===== src/rtl/simd_cs_pkg.sv =====
package simd_cs_pkg;
  typedef enum logic [1:0] {
    OP_EQ  = 2'd0,
    OP_GTS = 2'd1,
    OP_GTU = 2'd2,
    OP_SEL = 2'd3
  } op_kind_e;

  typedef enum logic [1:0] {
    EW_8   = 2'd0,
    EW_16  = 2'd1,
    EW_32  = 2'd2,
    EW_32X = 2'd3
  } elem_w_e;

  typedef struct packed {
    logic eq;
    logic gts;
    logic gtu;
  } cmp_flags_t;

  // combine a more significant chunk with a less significant one
  function automatic cmp_flags_t merge_flags(cmp_flags_t hi, cmp_flags_t lo);
    cmp_flags_t r;
    r.eq  = hi.eq & lo.eq;
    r.gtu = hi.gtu | (hi.eq & lo.gtu);
    r.gts = hi.gts | (hi.eq & lo.gtu);
    return r;
  endfunction

  function automatic logic pick_flag(cmp_flags_t f, op_kind_e k);
    logic r;
    case (k)
      OP_EQ:   r = f.eq;
      OP_GTS:  r = f.gts;
      OP_GTU:  r = f.gtu;
      default: r = 1'b0;
    endcase
    return r;
  endfunction
endpackage


===== src/rtl/simd_byte_cmp.sv =====
module simd_byte_cmp
  import simd_cs_pkg::*;
#(
  parameter int unsigned NB = 16
) (
  input  logic [NB*8-1:0]       a_i,
  input  logic [NB*8-1:0]       b_i,
  output cmp_flags_t [NB-1:0]   flags_o
);
  // byte 0 is the most significant byte
  for (genvar gi = 0; gi < NB; gi++) begin : g_byte
    logic [7:0] ab, bb;
    assign ab = a_i[NB*8-1-8*gi -: 8];
    assign bb = b_i[NB*8-1-8*gi -: 8];
    assign flags_o[gi].eq  = (ab == bb);
    assign flags_o[gi].gtu = (ab > bb);
    assign flags_o[gi].gts = ($signed(ab) > $signed(bb));
  end
endmodule


===== src/rtl/simd_lane_merge.sv =====
module simd_lane_merge
  import simd_cs_pkg::*;
#(
  parameter int unsigned NB = 16,
  localparam int unsigned N16 = NB / 2,
  localparam int unsigned N32 = NB / 4
) (
  input  cmp_flags_t [NB-1:0] byte_f_i,
  input  op_kind_e            kind_i,
  output logic [NB-1:0]       hit8_o,
  output logic [N16-1:0]      hit16_o,
  output logic [N32-1:0]      hit32_o
);
  cmp_flags_t [N16-1:0] f16;
  cmp_flags_t [N32-1:0] f32;

  for (genvar gi = 0; gi < NB; gi++) begin : g_h8
    assign hit8_o[gi] = pick_flag(byte_f_i[gi], kind_i);
  end

  for (genvar gj = 0; gj < N16; gj++) begin : g_h16
    assign f16[gj]     = merge_flags(byte_f_i[2*gj], byte_f_i[2*gj+1]);
    assign hit16_o[gj] = pick_flag(f16[gj], kind_i);
  end

  for (genvar gk = 0; gk < N32; gk++) begin : g_h32
    assign f32[gk]     = merge_flags(f16[2*gk], f16[2*gk+1]);
    assign hit32_o[gk] = pick_flag(f32[gk], kind_i);
  end
endmodule


===== src/rtl/simd_mask_expand.sv =====
module simd_mask_expand
  import simd_cs_pkg::*;
#(
  parameter int unsigned NB = 16,
  localparam int unsigned N16 = NB / 2,
  localparam int unsigned N32 = NB / 4
) (
  input  logic [NB-1:0]   hit8_i,
  input  logic [N16-1:0]  hit16_i,
  input  logic [N32-1:0]  hit32_i,
  input  elem_w_e         elem_i,
  output logic [NB*8-1:0] mask_o
);
  for (genvar gi = 0; gi < NB; gi++) begin : g_fill
    logic sel;
    always_comb begin
      case (elem_i)
        EW_8:    sel = hit8_i[gi];
        EW_16:   sel = hit16_i[gi/2];
        default: sel = hit32_i[gi/4];
      endcase
    end
    assign mask_o[NB*8-1-8*gi -: 8] = {8{sel}};
  end
endmodule


===== src/rtl/simd_bit_select.sv =====
module simd_bit_select #(
  parameter int unsigned VEC_W = 128
) (
  input  logic [VEC_W-1:0] m_i,
  input  logic [VEC_W-1:0] a_i,
  input  logic [VEC_W-1:0] b_i,
  output logic [VEC_W-1:0] y_o
);
  assign y_o = (m_i & a_i) | (~m_i & b_i);
endmodule


===== src/rtl/simd_cmp_sel.sv =====
module simd_cmp_sel
  import simd_cs_pkg::*;
#(
  parameter int unsigned VEC_W = 128,
  localparam int unsigned NB  = VEC_W / 8,
  localparam int unsigned N16 = NB / 2,
  localparam int unsigned N32 = NB / 4
) (
  input  logic             clk_i,
  input  logic             rst_ni,
  input  logic             valid_i,
  input  logic [1:0]       op_i,
  input  logic [1:0]       elem_i,
  input  logic [VEC_W-1:0] a_i,
  input  logic [VEC_W-1:0] b_i,
  input  logic [VEC_W-1:0] m_i,
  output logic             valid_o,
  output logic [VEC_W-1:0] res_o
);
  op_kind_e             kind;
  elem_w_e              elem;
  cmp_flags_t [NB-1:0]  byte_f;
  logic [NB-1:0]        hit8;
  logic [N16-1:0]       hit16;
  logic [N32-1:0]       hit32;
  logic [VEC_W-1:0]     cmp_mask;
  logic [VEC_W-1:0]     sel_res;
  logic [VEC_W-1:0]     res_d;

  assign kind = op_kind_e'(op_i);
  assign elem = elem_w_e'(elem_i);

  simd_byte_cmp #(.NB(NB)) u_byte_cmp (
    .a_i(a_i), .b_i(b_i), .flags_o(byte_f)
  );

  simd_lane_merge #(.NB(NB)) u_merge (
    .byte_f_i(byte_f), .kind_i(kind),
    .hit8_o(hit8), .hit16_o(hit16), .hit32_o(hit32)
  );

  simd_mask_expand #(.NB(NB)) u_expand (
    .hit8_i(hit8), .hit16_i(hit16), .hit32_i(hit32),
    .elem_i(elem), .mask_o(cmp_mask)
  );

  simd_bit_select #(.VEC_W(VEC_W)) u_select (
    .m_i(m_i), .a_i(a_i), .b_i(b_i), .y_o(sel_res)
  );

  assign res_d = (kind == OP_SEL) ? sel_res : cmp_mask;

  always_ff @(posedge clk_i or negedge rst_ni) begin
    if (!rst_ni) begin
      valid_o <= 1'b0;
      res_o   <= '0;
    end else begin
      valid_o <= valid_i;
      if (valid_i) res_o <= res_d;
    end
  end

  // R2 latency and hold
  a_r2_valid_follows: assert property (@(posedge clk_i) disable iff (!rst_ni)
    valid_i |=> valid_o);
  a_r2_valid_drops: assert property (@(posedge clk_i) disable iff (!rst_ni)
    !valid_i |=> !valid_o);
  a_r2_hold: assert property (@(posedge clk_i) disable iff (!rst_ni)
    !valid_i |=> $stable(res_o));

  // R3 identical operands compare equal in every lane
  a_r3_eq_self: assert property (@(posedge clk_i) disable iff (!rst_ni)
    (valid_i && kind == OP_EQ && a_i == b_i) |=> (res_o == '1));

  // R4/R5 greater-than is strict
  a_r4_r5_gt_strict: assert property (@(posedge clk_i) disable iff (!rst_ni)
    (valid_i && (kind == OP_GTS || kind == OP_GTU) && a_i == b_i) |=> (res_o == '0));

  // R8 select is bitwise
  a_r8_select_bits: assert property (@(posedge clk_i) disable iff (!rst_ni)
    (valid_i && kind == OP_SEL) |=>
      (res_o == (($past(m_i) & $past(a_i)) | (~$past(m_i) & $past(b_i)))));

  // R6 fields uniform at the chosen width
  for (genvar gi = 0; gi < NB; gi++) begin : g_a_byte
    a_r6_byte_uniform: assert property (@(posedge clk_i) disable iff (!rst_ni)
      (cmp_mask[VEC_W-1-8*gi -: 8] == 8'h00) || (cmp_mask[VEC_W-1-8*gi -: 8] == 8'hFF));
  end
  for (genvar gj = 0; gj < N16; gj++) begin : g_a_f16
    a_r6_field16: assert property (@(posedge clk_i) disable iff (!rst_ni)
      (elem != EW_8) |->
        (cmp_mask[VEC_W-1-16*gj -: 8] == cmp_mask[VEC_W-9-16*gj -: 8]));
  end
  for (genvar gk = 0; gk < N32; gk++) begin : g_a_f32
    a_r6_field32: assert property (@(posedge clk_i) disable iff (!rst_ni)
      (elem == EW_32 || elem == EW_32X) |->
        (cmp_mask[VEC_W-1-32*gk -: 16] == cmp_mask[VEC_W-17-32*gk -: 16]));
  end
endmodule


===== config.mk =====
export PLATFORM = sky130hd
export DESIGN_NAME = simd_cmp_sel
export DESIGN_NICKNAME = d
export VERILOG_FILES = /design/src/rtl/simd_cs_pkg.sv /design/src/rtl/simd_byte_cmp.sv /design/src/rtl/simd_lane_merge.sv /design/src/rtl/simd_mask_expand.sv /design/src/rtl/simd_bit_select.sv /design/src/rtl/simd_cmp_sel.sv
export SDC_FILE = /design/constraint.sdc
export NUM_CORES = 1
export LEC_CHECK = 0
export BUFFER_PORTS_ARGS = -buffer_cell sky130_fd_sc_hd__buf_4
export CAP_MARGIN = 5
export CORE_AREA = 10 10 192 194
export DETAILED_ROUTE_END_ITERATION = 16
export DIE_AREA = 0 0 202 204
export PLACE_DENSITY_LB_ADDON = 0.2
export SYNTH_ARGS = -nofsm -noshare
export SYNTH_HDL_FRONTEND = slang
export SYNTH_SLANG_ARGS = --single-unit

===== constraint.sdc =====
create_clock -name clk_i -period 0.9 [get_ports clk_i]
set_input_delay 0.135 -clock clk_i [delete_from_list [all_inputs] [get_ports clk_i]]
set_output_delay 0.135 -clock clk_i [all_outputs]
set_load 0.005 [all_outputs]

==> impl_metrics.json <==
{
  "grt_start_max_net_pins": 52,
  "drtIter0Drc": 470,
  "ant_nets": 0,
  "place_congestion": 0.890,
  "pre_cts_slack_ps": -1870,
  "regArea_um2": 3230,
  "worst_pin_slew_ps": 619,
  "synth_top_cell_by_area": "dfrtp_1",
  "p_total_mw": 25.4,
  "maxSlewViolCount": 0,
  "synth-main-ff-cell": "dfrtp_1",
  "synth-seq-area-share": 0.301,
  "die_h_um": 204,
  "die_w_um": 202,
  "synth_cell_types": 74,
  "clkSinkCount": 129,
  "root_buffer": "clkbuf_16",
  "yosysMostFrequentCell": "nand2_1",
  "crit_fanout": 8,
  "r2r_cells": 3,
  "p_leak_nw": 9.48,
  "hold_end": "res_o[7]$_DFFE_PN0P_",
  "required_ps": 1210,
  "synth_async_sr_flop_share": 1.00,
  "finalSetupViolations": 257,
  "synth_area_leaders": "dfrtp_1 (30%), ha_1 (16%), o22ai_1 (7.8%)",
  "yosys.area_share.xor_xnor": 0,
  "multi_input_area_um2": 9130,
  "grt_pass1_vias": 14199,
  "setup_tns_ps": -135070,
  "antenna_found_initial": 5,
  "endpoint_kind": "flip-flop",
  "hold_violations": 0,
  "area_growth_pct": 95.9,
  "finish.net_count": 2639,
  "synth_cells": 1363,
  "yosys-mux-area-fraction": 0.00187,
  "numCtsBuffers": 17,
  "clock_latency_ps": 440,
  "gr-usage-all-layers": 0.251,
  "hold_start": "m_i[7]",
  "power_density_nw_per_um2": 1210,
  "first_pass_iters": 5,
  "clkTransAtPathRegs_ps": 60,
  "io_pins": 520,
  "cts_tree": "yes",
  "port_buffers": 519,
  "dieArea_um2": 41200,
  "core_area_um2": 33100,
  "clockBufferDepth": 2,
  "via_per_inst": 5.27,
  "hold_path_depth": 4,
  "synth_area_um2": 10700,
  "start_util": 0.324,
  "std_cell_rows": 67,
  "crit_path_start_kind": "primary input",
  "grt_first_pass_wirelength_um": 81500,
  "routed_wl_um": 55600,
  "r2r_slack_ps": -60,
  "dp_hpwl_um": 43900,
  "reg2reg_from": "res_o[53]$_DFFE_PN0P_",
  "status": "finished with violations",
  "overflow": 0,
  "finalClockSkew_ps": 0,
  "syn-num-nets": 1887,
  "fillers": 2782,
  "h-tree-depth": 4,
  "timing.hold.ws_ps": 37.9,
  "violations": "setup timing",
  "yosys-top-cells-count": "nand2_1 (154), inv_1 (145), a21oi_1 (139)",
  "worstPathArrival_ps": 2180,
  "drive_above_1_share": 0.560,
  "synthAdderAreaFrac": 0.155,
  "synth-simple-area-share": 0.170,
  "synth-edff-count": 0,
  "drc": 0,
  "avgRoutedWirePerCell_um": 21.6,
  "peakVddDrop_v": 0.00123,
  "timing.final.ws_setup_ps": -966,
  "avgSynthCellArea_um2": 7.86,
  "rsz0062_at_grt": "yes",
  "synth-seq-cells": 129,
  "slew_headroom": 0.588,
  "synthDominantCellAreaShare": 0.301,
  "fin_crit_ps": 1870,
  "routed-via-count": 13585,
  "r2r-end": "res_o[53]$_DFFE_PN0P_",
  "max_freq_ghz": 0.536,
  "yosys_warnings": 0,
  "finalCritPeriodShare": 2.07,
  "critPathKind": "primary input to flip-flop",
  "synth_top_family_by_area": "compound AO/OA/AOI/OAI gates",
  "hold_class": "primary input to flip-flop",
  "drv_cap": 0,
  "synth_compound_area_frac": 0.304
}
## logic make-up (layout without fill, tap and decap cells)
| family | Yosys count | in the layout |
|---|---|---|
| DFF | 129 | 129 |
| AOI/OAI and AO/OA | 528 | 528 |
| and+or+nand+nor | 379 | 379 |
| other | 0 | 1 |
| muxes | 2 | 2 |
| adders and majority gates | 133 | 133 |
| buffers and inverters | 192 | 956 |
## cells in the final DEF, fill, tap and decap left out, types with 13 or more instances in the layout
cell type / n
o21ai_0: 123
a31oi_1: 13
nor2_1: 53
o22ai_1: 131
a21oi_1: 48
ha_4: 72
nand3_1: 14
nand2_1: 147
nand4_1: 24
ha_1: 60
inv_1: 84
inv_4: 23
nor2_2: 25
buf_4: 567
o211ai_1: 17
buf_6: 189
inv_2: 31
a21oi_2: 85
clkbuf_16: 18
dfrtp_1: 128
buf_12: 15
## repair_timing
| item | CTS | global route |
|---|---|---|
| buffers inserted | 32 | 47 |
| hold buffers | 1 | 0 |
| pin swaps | 123 | 78 |
| cloned | 4 | 0 |
| setup endpoints to repair | 257 | 257 |
| endpoints found under the hold margin | 129 | 0 |
| gates resized for setup | 271 | 220 |
## flip-flops by register name, summed over array words and instances (netlist names)
| register | count |
|---|---|
| res_o | 128 |
| valid_o | 1 |
## metal layers
metal,part of all wire,GRT usage,vias to the layer above
met5,0.00093,0,-
met4,0.028,0.0768,8
met3,0.063,0.0709,101
met2,0.51,0.458,416
met1,0.39,0.277,6546
li1,-,-,6514
## report_power, final
part / internal [mW] / switching [mW] / total, mW
Combinational: 6.18 / 4.95 / 11.1
Clock: 4.18 / 2.78 / 6.96
Sequential: 6.66 / 0.683 / 7.34
## worst max-delay path by stage
stage / startpoint / endpoint / slack, ps
floorplan: b_i[2] / res_o[0]$_DFFE_PN0P_ / -1210
global placement: a_i[113] / res_o[117]$_DFFE_PN0P_ / -1770
detailed placement: a_i[122] / res_o[112]$_DFFE_PN0P_ / -1870
CTS: b_i[2] / res_o[5]$_DFFE_PN0P_ / -970
global route: b_i[2] / res_o[2]$_DFFE_PN0P_ / -1040
finish: a_i[105] / res_o[105]$_DFFE_PN0P_ / -970
## critical path: stages
cell and delay [ps]:
buf_4 120, ha_1 310, a21oi_1 420, o31ai_4 120
a211oi_4 230, a211oi_4 70, buf_4 150, nor3b_4 280
buf_6 230, a31oi_4 100
## area by class of cell
cell class	instances	share of cell area
flip-flops and latches	129	0.154
repair buffers	779	0.325
clock buffers	21	0.0219
clock inverters	10	0.00531
inverters	146	0.0320
well taps	448	0.0267
multi-input cells	1042	0.435
diodes	1	0.000119
## metrics by stage
| step | std cells | util | instance area [um2] |
|---|---|---|---|
| finish | 2576 | 0.634 | 21000 |
| global route | 2575 | 0.634 | 21000 |
| CTS | 2535 | 0.595 | 19700 |
| detailed placement | 2468 | 0.531 | 17600 |
| global placement | 2468 | 0.531 | 17600 |
| floorplan | 1363 | - | 11800 |
(Power assumes the default switching activity.)
